==> src/rtl/scp_pkg.sv <==
package scp_pkg;

    // Credit event encoding: bit 1 = credit returned, bit 0 = sample spent
    typedef enum logic [1:0] {
        CRD_IDLE   = 2'b00,
        CRD_SPEND  = 2'b01,
        CRD_REFILL = 2'b10,
        CRD_SWAP   = 2'b11
    } crd_evt_e;

    localparam int unsigned DEF_DATA_W  = 32;
    localparam int unsigned DEF_ADDR_W  = 16;
    localparam int unsigned DEF_DEPTH   = 2;

endpackage

==> src/rtl/scp_tx_credit.sv <==
module scp_tx_credit
    import scp_pkg::*;
#(
    parameter int unsigned          CREDITS   = DEF_DEPTH,
    parameter int unsigned          DATA_W    = DEF_DATA_W,
    parameter int unsigned          ADDR_W    = DEF_ADDR_W,
    parameter logic [ADDR_W-1:0]    DEST_ADDR = '0
) (
    input  logic              clk,
    input  logic              rst_n,
    input  logic              in_valid,
    input  logic [DATA_W-1:0] in_data,
    output logic              in_ready,
    input  logic              crd_in,
    output logic              out_valid,
    output logic [ADDR_W-1:0] out_addr,
    output logic [DATA_W-1:0] out_data
);

    localparam int unsigned  CW   = $clog2(CREDITS + 1);
    localparam logic [CW-1:0] FULL = CW'(CREDITS);

    typedef struct packed {
        logic [CW-1:0]     cnt;
        logic              vld;
        logic [DATA_W-1:0] data;
    } tx_st_t;

    tx_st_t   st_d, st_q;
    logic     fire;
    crd_evt_e evt;

    always_comb begin
        st_d = st_q;
        fire = in_valid && (st_q.cnt != '0);
        evt  = crd_evt_e'({crd_in, fire});
        case (evt)
            CRD_SPEND:  st_d.cnt = st_q.cnt - 1'b1;
            CRD_REFILL: if (st_q.cnt != FULL) st_d.cnt = st_q.cnt + 1'b1;
            default:    st_d.cnt = st_q.cnt;
        endcase
        st_d.vld = fire;
        if (fire) st_d.data = in_data;
    end

    always_ff @(posedge clk or negedge rst_n) begin
        if (!rst_n) begin
            st_q <= '{cnt: FULL, vld: 1'b0, data: '0};
        end else begin
            st_q <= st_d;
        end
    end

    assign in_ready  = (st_q.cnt != '0);
    assign out_valid = st_q.vld;
    assign out_addr  = DEST_ADDR;
    assign out_data  = st_q.data;

    AST_CREDIT_BOUND: assert property (@(posedge clk) disable iff (!rst_n)
        st_q.cnt <= FULL) else $error("credit count above limit");

    AST_SPEND_ONE: assert property (@(posedge clk) disable iff (!rst_n)
        (in_valid && in_ready && !crd_in) |=> (st_q.cnt == $past(st_q.cnt) - 1'b1))
        else $error("send did not use one credit");

    AST_SWAP_HOLD: assert property (@(posedge clk) disable iff (!rst_n)
        (in_valid && in_ready && crd_in) |=> $stable(st_q.cnt))
        else $error("send with return changed count");

    AST_SAT_HOLD: assert property (@(posedge clk) disable iff (!rst_n)
        (crd_in && !in_valid && st_q.cnt == FULL) |=> (st_q.cnt == FULL))
        else $error("credit count wrapped");

endmodule

==> src/rtl/scp_rx_fifo.sv <==
module scp_rx_fifo
    import scp_pkg::*;
#(
    parameter int unsigned DEPTH  = DEF_DEPTH,
    parameter int unsigned DATA_W = DEF_DATA_W
) (
    input  logic              clk,
    input  logic              rst_n,
    input  logic              push,
    input  logic [DATA_W-1:0] push_data,
    output logic              out_valid,
    output logic [DATA_W-1:0] out_data,
    input  logic              out_ready,
    output logic              crd_out
);

    localparam int unsigned PW = (DEPTH > 1) ? $clog2(DEPTH) : 1;
    localparam int unsigned CW = $clog2(DEPTH + 1);
    localparam logic [PW-1:0] LAST = PW'(DEPTH - 1);
    localparam logic [CW-1:0] FULL = CW'(DEPTH);

    typedef struct packed {
        logic [DEPTH-1:0][DATA_W-1:0] mem;
        logic [PW-1:0]                wr_ptr;
        logic [PW-1:0]                rd_ptr;
        logic [CW-1:0]                cnt;
        logic                         crd;
    } rx_st_t;

    rx_st_t st_d, st_q;
    logic   pop, full, take;

    always_comb begin
        st_d = st_q;
        full = (st_q.cnt == FULL);
        pop  = (st_q.cnt != '0) && out_ready;
        take = push && (!full || pop);
        if (take) begin
            st_d.mem[st_q.wr_ptr] = push_data;
            st_d.wr_ptr = (st_q.wr_ptr == LAST) ? '0 : st_q.wr_ptr + 1'b1;
        end
        if (pop) begin
            st_d.rd_ptr = (st_q.rd_ptr == LAST) ? '0 : st_q.rd_ptr + 1'b1;
        end
        case ({take, pop})
            2'b10:   st_d.cnt = st_q.cnt + 1'b1;
            2'b01:   st_d.cnt = st_q.cnt - 1'b1;
            default: st_d.cnt = st_q.cnt;
        endcase
        st_d.crd = pop;
    end

    always_ff @(posedge clk or negedge rst_n) begin
        if (!rst_n) begin
            st_q <= '0;
        end else begin
            st_q <= st_d;
        end
    end

    assign out_valid = (st_q.cnt != '0);
    assign out_data  = st_q.mem[st_q.rd_ptr];
    assign crd_out   = st_q.crd;

    AST_NO_OVERFLOW: assert property (@(posedge clk) disable iff (!rst_n)
        !(push && full && !out_ready)) else $error("write into full receive buffer");

    AST_DEPTH_BOUND: assert property (@(posedge clk) disable iff (!rst_n)
        st_q.cnt <= FULL) else $error("receive occupancy above depth");

endmodule

==> src/rtl/scp_stream_port.sv <==
module scp_stream_port
    import scp_pkg::*;
#(
    parameter int unsigned       DATA_W     = DEF_DATA_W,
    parameter int unsigned       ADDR_W     = DEF_ADDR_W,
    parameter int unsigned       TX_CREDITS = DEF_DEPTH,
    parameter int unsigned       RX_DEPTH   = DEF_DEPTH,
    parameter logic [ADDR_W-1:0] LOCAL_ADDR = ADDR_W'(16'h0040),
    parameter logic [ADDR_W-1:0] DEST_ADDR  = ADDR_W'(16'h0080)
) (
    input  logic              clk,
    input  logic              rst_n,
    input  logic              acc_tx_valid,
    input  logic [DATA_W-1:0] acc_tx_data,
    output logic              acc_tx_ready,
    output logic              ring_tx_valid,
    output logic [ADDR_W-1:0] ring_tx_addr,
    output logic [DATA_W-1:0] ring_tx_data,
    input  logic              crd_in_valid,
    input  logic              ring_rx_valid,
    input  logic [ADDR_W-1:0] ring_rx_addr,
    input  logic [DATA_W-1:0] ring_rx_data,
    output logic              acc_rx_valid,
    output logic [DATA_W-1:0] acc_rx_data,
    input  logic              acc_rx_ready,
    output logic              crd_out_valid
);

    logic rx_hit;

    assign rx_hit = ring_rx_valid && (ring_rx_addr == LOCAL_ADDR);

    scp_tx_credit #(
        .CREDITS   (TX_CREDITS),
        .DATA_W    (DATA_W),
        .ADDR_W    (ADDR_W),
        .DEST_ADDR (DEST_ADDR)
    ) u_tx (
        .clk       (clk),
        .rst_n     (rst_n),
        .in_valid  (acc_tx_valid),
        .in_data   (acc_tx_data),
        .in_ready  (acc_tx_ready),
        .crd_in    (crd_in_valid),
        .out_valid (ring_tx_valid),
        .out_addr  (ring_tx_addr),
        .out_data  (ring_tx_data)
    );

    scp_rx_fifo #(
        .DEPTH  (RX_DEPTH),
        .DATA_W (DATA_W)
    ) u_rx (
        .clk       (clk),
        .rst_n     (rst_n),
        .push      (rx_hit),
        .push_data (ring_rx_data),
        .out_valid (acc_rx_valid),
        .out_data  (acc_rx_data),
        .out_ready (acc_rx_ready),
        .crd_out   (crd_out_valid)
    );

    AST_TX_FORWARD: assert property (@(posedge clk) disable iff (!rst_n)
        (acc_tx_valid && acc_tx_ready) |=>
            (ring_tx_valid && ring_tx_data == $past(acc_tx_data) && ring_tx_addr == DEST_ADDR))
        else $error("accepted sample not forwarded");

    AST_NO_SPURIOUS_TX: assert property (@(posedge clk) disable iff (!rst_n)
        !(acc_tx_valid && acc_tx_ready) |=> !ring_tx_valid)
        else $error("ring write without handshake");

    AST_CREDIT_PER_POP: assert property (@(posedge clk) disable iff (!rst_n)
        (acc_rx_valid && acc_rx_ready) |=> crd_out_valid)
        else $error("consumed sample returned no credit");

    AST_NO_FREE_CREDIT: assert property (@(posedge clk) disable iff (!rst_n)
        !(acc_rx_valid && acc_rx_ready) |=> !crd_out_valid)
        else $error("credit without consumption");

    AST_MISS_IGNORED: assert property (@(posedge clk) disable iff (!rst_n)
        (ring_rx_valid && ring_rx_addr != LOCAL_ADDR && !acc_rx_valid) |=> !acc_rx_valid)
        else $error("foreign write reached accelerator");

endmodule

==> config.mk <==
export PLATFORM = sky130hd
export DESIGN_NAME = scp_stream_port
export DESIGN_NICKNAME = d
export VERILOG_FILES = /design/src/rtl/scp_pkg.sv /design/src/rtl/scp_tx_credit.sv /design/src/rtl/scp_rx_fifo.sv /design/src/rtl/scp_stream_port.sv
export SDC_FILE = /design/constraint.sdc
export NUM_CORES = 1
export LEC_CHECK = 0
export BUFFER_PORTS_ARGS = -buffer_cell sky130_fd_sc_hd__buf_2
export CAP_MARGIN = 5
export CORE_UTILIZATION = 45
export DETAILED_ROUTE_END_ITERATION = 16
export MAX_ROUTING_LAYER = met4
export PLACE_DENSITY = 0.82
export SYNTH_ARGS = -nofsm -noshare
export SYNTH_HDL_FRONTEND = slang
export SYNTH_SLANG_ARGS = --single-unit
==> constraint.sdc <==
create_clock -name clk -period 3 [get_ports clk]
set_clock_uncertainty 0.1 [all_clocks]
set_input_delay 0.15 -clock clk [delete_from_list [all_inputs] [get_ports clk]]
set_output_delay 0.15 -clock clk [all_outputs]
set_load 0.03 [all_outputs]
# Yosys cells after proc, flatten, opt, wreduce, memory -nomap -nowiden
# Cells that the tools add are included.
[totals]
out_inout_bits = 84
in_bits = 86
word_cells = 48
regBits = 104
[classes]
eq_ne = 8
n_reduce_logical = 12
mux = 10
n_lt_le_gt_ge = 3
add_sub_neg = 6
[ops]
columns = ["cell", "n"]
rows = [
  ["$mux W32", 3],
  ["$bwmux W64", 1],
  ["$demux W32 S1", 1],
  ["$eq A16 B7 Y1 const B", 1],
  ["$pmux W2 S2", 2],
  ["$reduce_bool A2 Y1", 4],
  ["$eq A2 B2 Y1 const B", 3],
  ["$logic_and A1 B1 Y1", 5],
  ["$add A2 B1 Y2 const B", 2],
  ["$eq A2 B1 Y1 const B", 2],
  ["$lt A1 B2 Y1 const B", 2],
  ["$sub A2 B1 Y2 const B", 2],
  ["$add A1 B1 Y1 const B", 2],
  ["$mux W1", 2],
  ["$mux W2", 1],
  ["$ne A2 B1 Y1 const B", 1],
  ["$ne A2 B2 Y1 const B", 1],
  ["$reduce_and A2 Y1", 1],
  ["$ge A1 B1 Y1 const B", 1],
  ["$logic_not A1 Y1", 1],
  ["$logic_or A1 B1 Y1", 1],
]

# Depth between registers and ports, before layout
# Gate-level depths: netlist (run 1).
[depth]
depth_word = 6
mapped_depth = 5
mapped_depth_nobuf = 4

# Cells and area by module
# Synthesis (run 1) repeated with hierarchy kept, for this count alone.
[hier_totals]
cells_unflattened = 336
hier_area_um2 = 5195.0
[by_module_without_submodules]
columns = ["module", "n_inst", "area_per_inst_um2", "cells_per_inst", "seq_area_each_um2"]
rows = [
  ["scp_rx_fifo", 1, 3265.6, 196, 1726.7],
  ["scp_tx_credit", 1, 1864.3, 134, 877.1],
  ["scp_stream_port", 1, 65.1, 6, 0.0],
]

# Worst setup path before layout (run 1)
# Ideal clock, no wire load.
[synth_timing]
kind = "in2reg"
from = "input port ring_rx_addr[2]"
to = "register u_rx.st_q[10] (netlist bit)"
arrival_time_ns = 1.546
path_buffers = 1
cell_stages = 5
slack_ns = 1.229
t_required_ns = 2.775
cell_sequence = "nor4b_2 > nand2_2 > nor4_4 > buf_6 > mux2_4"
[synth_via]
elab_chain_cells = 3
[synth_rtl]
columns = ["element", "line", "rtl"]
rows = [
  ["start, declared", "scp_stream_port.sv:21", "input logic [ADDR_W-1:0] ring_rx_addr,"],
  ["$eq A16 B7 Y1", "scp_stream_port.sv:31", "assign rx_hit = ring_rx_valid && (ring_rx_addr == LOCAL_ADDR);"],
  ["$logic_and A1 B1 Y1", "scp_stream_port.sv:31", ""],
  ["$logic_and A1 B1 Y1", "scp_rx_fifo.sv:37", "take = push && (!full || pop);"],
  ["end signal, assigned", "scp_rx_fifo.sv:57", "st_q <= st_d;"],
  ["end, declared", "scp_rx_fifo.sv:30", "rx_st_t st_d, st_q;"],
]
# Every way passes these cells.
# A chain may end at the register's enable or synchronous reset.

# Final worst setup path (run 1)
[layout_timing]
from = "register u_rx.st_q[3] (netlist bit)"
to = "output port acc_rx_data[19]"
[layout_via]
elab_chain_cells = 2
[layout_rtl]
columns = ["element", "line", "rtl"]
rows = [
  ["$mux W32 (implied by the code) (2 in series)", "scp_rx_fifo.sv:62", "assign out_data = st_q.mem[st_q.rd_ptr];"],
  ["end, declared", "scp_stream_port.sv:24", "output logic [DATA_W-1:0] acc_rx_data,"],
]
# Every way passes these cells. The select of a mux whose other input is x is not followed.

==> qor.yml, run 1 <==
route:
  drtPass1Iterations: 4
  highest_layer: "met4"
  wl_met2_um: 5414
  wl_met3_um: 675
  ant_nets: 0
  drt-met1-wl_um: 4641
  drt_iter0_drc: 103
  drc: 0
  routed_via_density: 4.838
  drt_wl_total_um: 10830
  routedWlPerCell_um: 15.98
  vias: 3280
synthesis:
  syn_avg_cell_area_um2: 14.77
  async_reset_ff_frac: 1.000
  synth_edf_count: 0
  yosysMostFrequentCell: "dfrtp_1"
  netlist_instances: 346
  syn_area_um2: 5111
  seq_area_frac_synth: 0.5094
  synth.distinct_cells: 40
  synth_top_flop_cell: "dfrtp_1"
  yosysWarningCount: 0
  ys_ff_latch: 104
  synth_top_cell_area_share: 0.5043
  synthTopCellsByArea: "dfrtp_1, mux2_4, mux2_2, buf_4, buf_6"
  yosys.area.top_type: "dfrtp_1"
  ys_top_cells_by_count: "dfrtp_1, mux2_2, mux2_4"
place:
  dp_hpwl_um: 6749
  place_inst: 597
  placement.io_buffers: 153
  postPlaceCellArea_um2: 5712
  gp_congestion: 0.7429
critical_path:
  cp_num_cells: 3
  rrSetupSlack_ns: 0.99
  path_max_fanout: 26
  cp_num_buf_inv: 2
  crit_chain: "buf_4 -> mux2_2 -> buf_2"
  crit_family: "buffers and inverters"
  crit_path_top_delay_cell: "dfrtp_1"
  reg2reg_depth: 5
  endpoint_kind: "output port"
  arrival_ns: 1.91
  cp.required_ns: 2.75
  crit_type: "flip-flop to output port"
  cp_slowest_stage_delay_ns: 0.54
  cp-start-kind: "flip-flop"
timing:
  rsz0062_at_grt: "false"
  hold_violations: 0
  max_slew_margin: 0.5699
  fmaxAchievable_ghz: 0.4629
  setup-tns-final_ns: 0
  period_share: 0.7201
  period_minus_slack_ns: 2.160
  slew_viol_final: 0
  worst_pin_slew_ns: 0.6452
  final-setup-viol-count: 0
floorplanning:
  std_cell_rows: 38
  core-area_um2: 10940
  start_util: 0.4674
  die_w_um: 108.6
  die_area_um2: 11790
  ios: 170
  die_y_um: 108.6
power:
  p_leak_nw: 3.387
  powerDensity_nw_per_um2: 657.2
  peakVddDrop_mv: 0.6319
clock_network:
  numCtsBuffers: 9
  worstSkewPairLatency_ns: 0.34
  clk_pin_slew_ns: 0.07
  clock_sinks: 104
  postCtsResizedCells: 0
  cts_tree: "built"
  root_buffer: "clkbuf_16"
  clock_path_buffers: 2
  cts_max_level: 3
global_route:
  grt_pass1_vias: 3394
  grt_use_total: 0.1891
  grt_max_degree: 56
  gr-total-overflow: 0
  antenna_found_initial: 0
  grt_pass1_wl_um: 16490
cells_and_area:
  stdcell_count: 678
  final_util: 0.6100
  area_growth_syn_to_layout_pct: 30.50
  drive_above_1_share: 0.5743
  diodes: 0
  fin_area_um2: 6670
  fillers: 809
  nNetsFinal: 619
flow_run:
  maxCapViolCount: 0
hold_path:
  min_path_cells: 3
  min_path_type: "input port to flip-flop"
run_status:
  status: "completed"
power breakdown:
| part | internal [mW] | switching [mW] | leakage, nW |
|---|---|---|---|
| clock | 0.695 | 0.497 | 0.149 |
| sequential | 1.65 | 0.137 | 1.37 |
| combinational | 0.543 | 0.863 | 1.87 |
| total | 2.89 | 1.50 | 3.39 |
final cells by class:
cell class,instances,area [um2],share of cell area
clock buffer,12,256.5,0.03845
clock inverter,4,51.30,0.007691
inverter,5,18.77,0.002814
multi-input combinational,190,2083,0.3123
sequential,104,2604,0.3904
tap,140,175.2,0.02626
timing repair buffer,223,1481,0.2221
worst min-delay path, delay by kind of cell:
family / cells / cell delay [ns]
muxes: 1 / 0.06
AOI/OAI and AO/OA: 1 / 0.15
buffers and inverters: 1 / 0.10
cell usage in the layout (no fill, tap or decap), drive strengths merged, types with 2 or more instances in the layout:
| cell | synthesis | routed |
|---|---|---|
| nor4b | 3 | 3 |
| dfrtp | 103 | 103 |
| mux2 | 128 | 128 |
| nor2b | 4 | 4 |
| o21ai | 3 | 3 |
| nand2 | 7 | 7 |
| nor2 | 4 | 4 |
| inv | 5 | 6 |
| nor4 | 5 | 5 |
| dlygate4sd3 | 0 | 65 |
| buf | 57 | 158 |
| clkbuf | 4 | 12 |
| nor3 | 3 | 3 |
| conb | 2 | 16 |
| nand3b | 2 | 2 |
what timing repair did:
action / CTS / global route
endpoints found under the hold margin: 145 / 0
hold buffers: 65 / 0
buffers inserted: 0 / 0
per-stage QoR:
| stage | worst slack, ns | power, mW | hold slack [ns] |
|---|---|---|---|
| after detailed placement | 0.7656 | 3.141 | 0.1176 |
| after floorplan | 1.229 | 3.045 | -0.2456 |
| after global placement | 0.8317 | 3.086 | 0.1091 |
| after CTS | 0.8265 | 4.401 | 0.04386 |
| after global routing | 0.7735 | 4.588 | 0.05710 |
| final | 0.8397 | 4.384 | 0.05503 |
flip-flops by register name, summed over array words and instances (netlist names):
| name | cells |
|---|---|
| u_tx.out_valid | 1 |
| u_rx.crd_out | 1 |
| u_rx.st_q | 68 |
| u_tx.out_data | 32 |
| u_tx.st_q | 2 |
routing by layer:
layer	vias to the layer above	global-route usage
met5	-	-
met4	0	0.05502
met3	10	0.04099
met2	133	0.3241
met1	1618	0.2224
li1	1519	-
path summary, 6_finish.rpt:
| check | from | end |
|---|---|---|
| hold reg to reg | u_rx.st_q[36] | u_rx.st_q[36] |
| setup / recovery | u_rx.st_q[3] | acc_rx_data[19] |
| min in group asynchronous | rst_n | u_rx.st_q[27] |
| setup reg to reg | u_rx.st_q[2] | u_rx.st_q[39] |
| hold / removal | crd_in_valid | u_tx.st_q[33] |
| max in group asynchronous | rst_n | u_tx.st_q[34] |
kinds of logic (layout without fill, tap and decap cells):
logic type,count (synthesis),after routing,synth area share
AO/OA/AOI/OAI,7,7,0.009057
XOR/XNOR,2,2,0.003428
buffers and inverters,66,244,0.09327
flip-flops,104,104,0.5094
multiplexers,129,129,0.3280
other,2,16,0.001469
AND/OR/NAND/NOR,36,36,0.05533
No activity file was read; power rests on OpenSTA's default activity.
==> run 2, diff against run 1 <==
--- a/config.mk
+++ b/config.mk
@@ -5,12 +5,13 @@
 export SDC_FILE = /design/constraint.sdc
 export NUM_CORES = 1
 export LEC_CHECK = 0
+export ABC_AREA = 1
 export BUFFER_PORTS_ARGS = -buffer_cell sky130_fd_sc_hd__buf_2
 export CAP_MARGIN = 5
 export CORE_UTILIZATION = 45
 export DETAILED_ROUTE_END_ITERATION = 16
 export MAX_ROUTING_LAYER = met4
-export PLACE_DENSITY = 0.82
+export PLACE_DENSITY = 0.85
 export SYNTH_ARGS = -nofsm -noshare
 export SYNTH_HDL_FRONTEND = slang
 export SYNTH_SLANG_ARGS = --single-unit
==> constraint.sdc (replaced) <==
create_clock -name clk -period 1.84 [get_ports clk]
set_clock_uncertainty 0.1 [all_clocks]
set_input_delay 0.092 -clock clk [delete_from_list [all_inputs] [get_ports clk]]
set_output_delay 0.092 -clock clk [all_outputs]
set_load 0.03 [all_outputs]
==> qor.yml, run 2 <==
run_status:
  status: "completed"
timing:
  period_share: 0.9189
  period_minus_slack_ns: 1.691
  layout_setup_ws_ns: 0.1492
  fmaxAchievable_ghz: 0.5914
  slew_viol_final: 0
  hold_ws_ns: 0.03527
  max_slew_margin: 0.6626
  worst_pin_slew_ns: 0.5061
  final-setup-viol-count: 0
  setup-tns-final_ns: 0
  hold_violations: 0
  rsz0062_at_grt: "false"
global_route:
  grt_pass1_wl_um: 18640
  grt_max_degree: 65
  gr-total-overflow: 0
  antenna_found_initial: 0
  grt_pass1_vias: 4006
  grt_use_total: 0.2102
cells_and_area:
  largest_reg_flops: 68
  final_util: 0.6116
  multi_input_area_um2: 1831
  area_growth_syn_to_layout_pct: 30.94
  drive_above_1_share: 0.3066
  area.sequential_um2: 2604
  stdcell_count: 926
  top_register: "u_rx.st_q"
  final_common_cell: "nand2_1"
  diodes: 0
  fin_area_um2: 6688
  fillers: 883
  final_cell_mix: "nand2_1, buf_2, dfrtp_1"
  nNetsFinal: 868
power:
  p_total_mw: 7.602
  powerDensity_nw_per_um2: 1137
  p_leak_nw: 3.778
  peakVddDrop_mv: 0.9702
critical_path:
  endpoint_kind: "output port"
  path_max_fanout: 21
  cp_num_buf_inv: 3
  crit_path_top_delay_cell: "dfrtp_1"
  crit_type: "flip-flop to output port"
  crit_top_cell: "nand2_1"
  cp_slowest_stage_delay_ns: 0.43
  crit_chain: "clkinv_1 -> buf_4 -> nand2_1 -> nand2_1 -> buf_2"
  cp-start-kind: "flip-flop"
  crit_family: "buffers and inverters"
  cp.required_ns: 1.65
  arrival_ns: 1.50
synthesis:
  yosysMostFrequentCell: "nand2_1"
  synth_edf_count: 0
  syn_avg_cell_area_um2: 8.527
  netlist_instances: 599
  synth_top_flop_cell: "dfrtp_1"
  synth.distinct_cells: 27
  synthTopCellsByArea: "dfrtp_1, nand2_1, o21ai_2, buf_4, inv_1"
  async_reset_ff_frac: 1.000
  seq_area_frac_synth: 0.5098
  yosysWarningCount: 0
  synth_top_cell_area_share: 0.5047
  yosys.area.top_type: "dfrtp_1"
  syn_area_um2: 5107
  ys_top_cells_by_count: "nand2_1, dfrtp_1, o21ai_2"
  ys_ff_latch: 104
route:
  vias: 4196
  drt_wl_total_um: 11630
  drt_iter0_drc: 272
  ant_nets: 0
  drtPass1Iterations: 4
  routedWlPerCell_um: 12.56
  drc: 0
  routed_via_density: 4.531
place:
  place_inst: 845
  dp_hpwl_um: 7039
  dp_slack_ns: 0.2801
  gp_congestion: 0.7401
  postPlaceCellArea_um2: 5698
  placement.io_buffers: 153
clock_network:
  root_buffer: "clkbuf_16"
  numCtsBuffers: 9
  clk_pin_slew_ns: 0.07
  clock_sinks: 104
  worstSkewPairLatency_ns: 0.33
  cts_max_level: 3
  clock_path_buffers: 2
  post-cts-setup-buffers: 0
  cts_tree: "built"
floorplanning:
  die_y_um: 108.5
  start_util: 0.4670
  std_cell_rows: 38
  core-area_um2: 10940
  die_area_um2: 11780
  die_w_um: 108.5
  ios: 170
hold_path:
  min_path_type: "input port to flip-flop"
flow_run:
  maxCapViolCount: 0
-- run 2: area by class of cell --
| cell class | instances | share of cell area |
|---|---|---|
| clock inverter | 4 | 0.01141 |
| multi-input combinational | 388 | 0.2737 |
| tap | 140 | 0.02619 |
| sequential | 104 | 0.3893 |
| timing repair buffer | 231 | 0.2346 |
| clock buffer | 11 | 0.03779 |
| inverter | 48 | 0.02694 |
-- run 2: power breakdown --
group	switching (mW)	internal, mW	leakage, nW
logic	1.85	0.755	2.24
registers	0.232	2.70	1.38
clock network	0.795	1.26	0.158
total	2.88	4.72	3.78
-- run 2: path summary, 6_finish.rpt --
path | startpoint | to | slack, ns | cells past startpoint
worst max-delay path | u_rx.st_q[3] | acc_rx_data[14] | 0.15 | 5
worst min register to register | u_tx.out_data[6] | u_tx.out_data[6] | 0.37 | 2
min in group asynchronous | rst_n | u_tx.out_data[2] | 0.17 | 2
max in group asynchronous | rst_n | u_rx.st_q[61] | 0.86 | 3
worst min-delay path | acc_rx_ready | u_rx.crd_out | 0.04 | 3
worst max register to register | u_tx.st_q[34] | u_tx.st_q[34] | 0.28 | 8
-- run 2: layer usage --
| metal | GRT usage | wire length, um | vias to the layer above |
|---|---|---|---|
| li1 | - | - | 2123 |
| met1 | 0.2385 | 4822 | 1913 |
| met2 | 0.3725 | 6012 | 150 |
| met3 | 0.04039 | 679 | 10 |
| met4 | 0.06564 | 116 | 0 |
| met5 | - | 0 | - |
-- run 2: timing repair --
action	CTS	global route
gates resized for setup	0	0
hold buffers	66	0
endpoints found under the setup margin	0	0
endpoints found under the hold margin	131	0
-- run 2: cell families (layout without fill, tap and decap cells) --
group / Yosys count / count (layout) / share of synthesized area
xor+xnor: 3 / 3 / 0.005145
simple gates: 303 / 303 / 0.2403
buf+inv: 121 / 294 / 0.1421
compound gates: 66 / 66 / 0.1012
flops: 104 / 104 / 0.5098
other cells: 2 / 16 / 0.001470
-- run 2: tightest hold or removal path, stage by stage --
cell     delay [ns]
buf_2          0.09
nand2_1        0.10
inv_1          0.13
==> run 3, diff against run 2 <==
--- a/config.mk
+++ b/config.mk
@@ -8,10 +8,10 @@
 export ABC_AREA = 1
 export BUFFER_PORTS_ARGS = -buffer_cell sky130_fd_sc_hd__buf_2
 export CAP_MARGIN = 5
-export CORE_UTILIZATION = 45
+export CORE_UTILIZATION = 46
 export DETAILED_ROUTE_END_ITERATION = 16
 export MAX_ROUTING_LAYER = met4
-export PLACE_DENSITY = 0.85
+export PLACE_DENSITY = 0.87
 export SYNTH_ARGS = -nofsm -noshare
 export SYNTH_HDL_FRONTEND = slang
 export SYNTH_SLANG_ARGS = --single-unit
==> qor.yml, run 3 (synthesis results as in run 2) <==
hold_path:
  min_path_type: "input port to flip-flop"
  hold_start: "acc_tx_valid"
critical_path:
  crit_type: "flip-flop to output port"
  path_max_fanout: 21
  rrSetupSlack_ns: 0.22
  crit_path_top_delay_cell: "dfrtp_1"
  cp-start-kind: "flip-flop"
  cp.required_ns: 1.65
  crit_chain: "clkinv_1 -> buf_4 -> nand2_1 -> nand2_1 -> buf_2"
  arrival_ns: 1.46
  cp_slowest_stage_delay_ns: 0.40
  crit_top_cell: "nand2_1"
  worst_r2r_startpoint: "u_rx.st_q[1]"
  endpoint_kind: "output port"
  cp-startpoint: "u_rx.st_q[3]"
floorplanning:
  ios: 170
  std_cell_rows: 38
  die_y_um: 107.4
  start_util: 0.4711
  die_area_um2: 11530
  die_w_um: 107.4
  core-area_um2: 10840
timing:
  fmaxAchievable_ghz: 0.6071
  hold_violations: 0
  setup-tns-final_ns: 0
  worst_pin_slew_ns: 0.5524
  rsz0062_at_grt: "false"
  period_minus_slack_ns: 1.647
  period_share: 0.8952
  slew_viol_final: 0
  max_slew_margin: 0.6317
  final-setup-viol-count: 0
cells_and_area:
  diodes: 0
  area.sequential_um2: 2604
  final_util: 0.6047
  area_growth_syn_to_layout_pct: 28.34
  drive_above_1_share: 0.3076
  nNetsFinal: 871
  top_register: "u_rx.st_q"
  final_common_cell: "nand2_1"
  final_cell_mix: "nand2_1, buf_2, dfrtp_1"
  largest_reg_flops: 68
  multi_input_area_um2: 1831
  fillers: 896
clock_network:
  clk_pin_slew_ns: 0.10
  clock_path_buffers: 2
  clock_sinks: 104
  root_buffer: "clkbuf_8"
  worstSkewPairLatency_ns: 0.35
  post-cts-setup-buffers: 0
  cts_tree: "built"
  numCtsBuffers: 9
  cts_max_level: 3
global_route:
  grt_max_degree: 42
  grt_pass1_vias: 3981
  grt_pass1_wl_um: 17810
  gr-total-overflow: 0
  antenna_found_initial: 0
  grt_use_total: 0.2004
route:
  ant_nets: 0
  drtPass1Iterations: 4
  drc: 0
  routedWlPerCell_um: 11.90
  drt_wl_total_um: 11060
  drt_iter0_drc: 266
  vias: 4229
  routed_via_density: 4.547
place:
  dp_hpwl_um: 6911
  placement.io_buffers: 153
  gp_congestion: 0.7809
power:
  p_leak_nw: 3.714
  powerDensity_nw_per_um2: 1037
  peakVddDrop_mv: 0.9108
  p_total_mw: 6.801
flow_run:
  maxCapViolCount: 0
run_status:
  status: "completed"
-- run 3: changes by cell type in the layout (fill, tap and decap cells not counted), moves of 2 or more --
| cell | before | now |
|---|---|---|
| clkbuf_16 | 9 | 0 |
| clkbuf_8 | 2 | 11 |
| buf_4 | 9 | 12 |
| bufinv_16 | 2 | 0 |
-- run 3: power breakdown --
| part | switching (mW) | internal, mW | leakage [nW] |
|---|---|---|---|
| sequential | 0.211 | 2.70 | 1.38 |
| clock | 0.741 | 0.567 | 0.0886 |
| combinational | 1.83 | 0.757 | 2.24 |
-- run 3: worst paths after layout --
kind / end / cells after the start
worst max-delay path: acc_rx_data[14] / 5
min in group asynchronous: u_tx.out_data[26] / 2
worst max register to register: u_rx.st_q[29] / 6
max in group asynchronous: u_tx.st_q[34] / 3
worst min register to register: u_tx.out_data[29] / 2
worst min-delay path: u_tx.st_q[33] / 4
-- run 3: layout make-up --
class,count,area share
inverter,48,0.02749
clock buffer,12,0.02367
multi-input combinational,388,0.2793
tap,140,0.02672
timing repair buffer,234,0.2413
sequential,104,0.3972
clock inverter,4,0.004390
-- run 3: critical path: cells and delay by family, from the launching register on --
kind,cells,cell delay (ns)
simple gates,2,0.18
flops,1,0.40
buf+inv,3,0.52
-- run 3: timing repair --
item / CTS / global route
resized for setup: 0 / 0
hold buffers: 67 / 0
setup endpoints to repair: 0 / 0
endpoints found under the hold margin: 138 / 0
-- run 3: through the flow --
stage / hold slack, ns / worst slack, ns / instances / instance area (um2)
2_1_floorplan: -0.3036 / 0.1261 / 613 / 5160
3_3_place_gp: 0.007391 / 0.2614 / 847 / 5700
3_5_place_dp: 0.01298 / 0.2219 / 847 / 5700
4_1_cts: 0.04774 / 0.1704 / 930 / 6555
5_1_grt: 0.07996 / 0.07424 / 930 / 6555
6_report: 0.06345 / 0.1927 / 930 / 6555
-- run 3: metal layers --
metal	track usage	share of wire	vias to the layer above	wire length, um
li1	-	-	2131	-
met1	0.2333	0.44	1929	4829
met2	0.3415	0.49	143	5368
met3	0.04177	0.060	26	668
met4	0.07534	0.018	0	197
met5	-	0	-	0
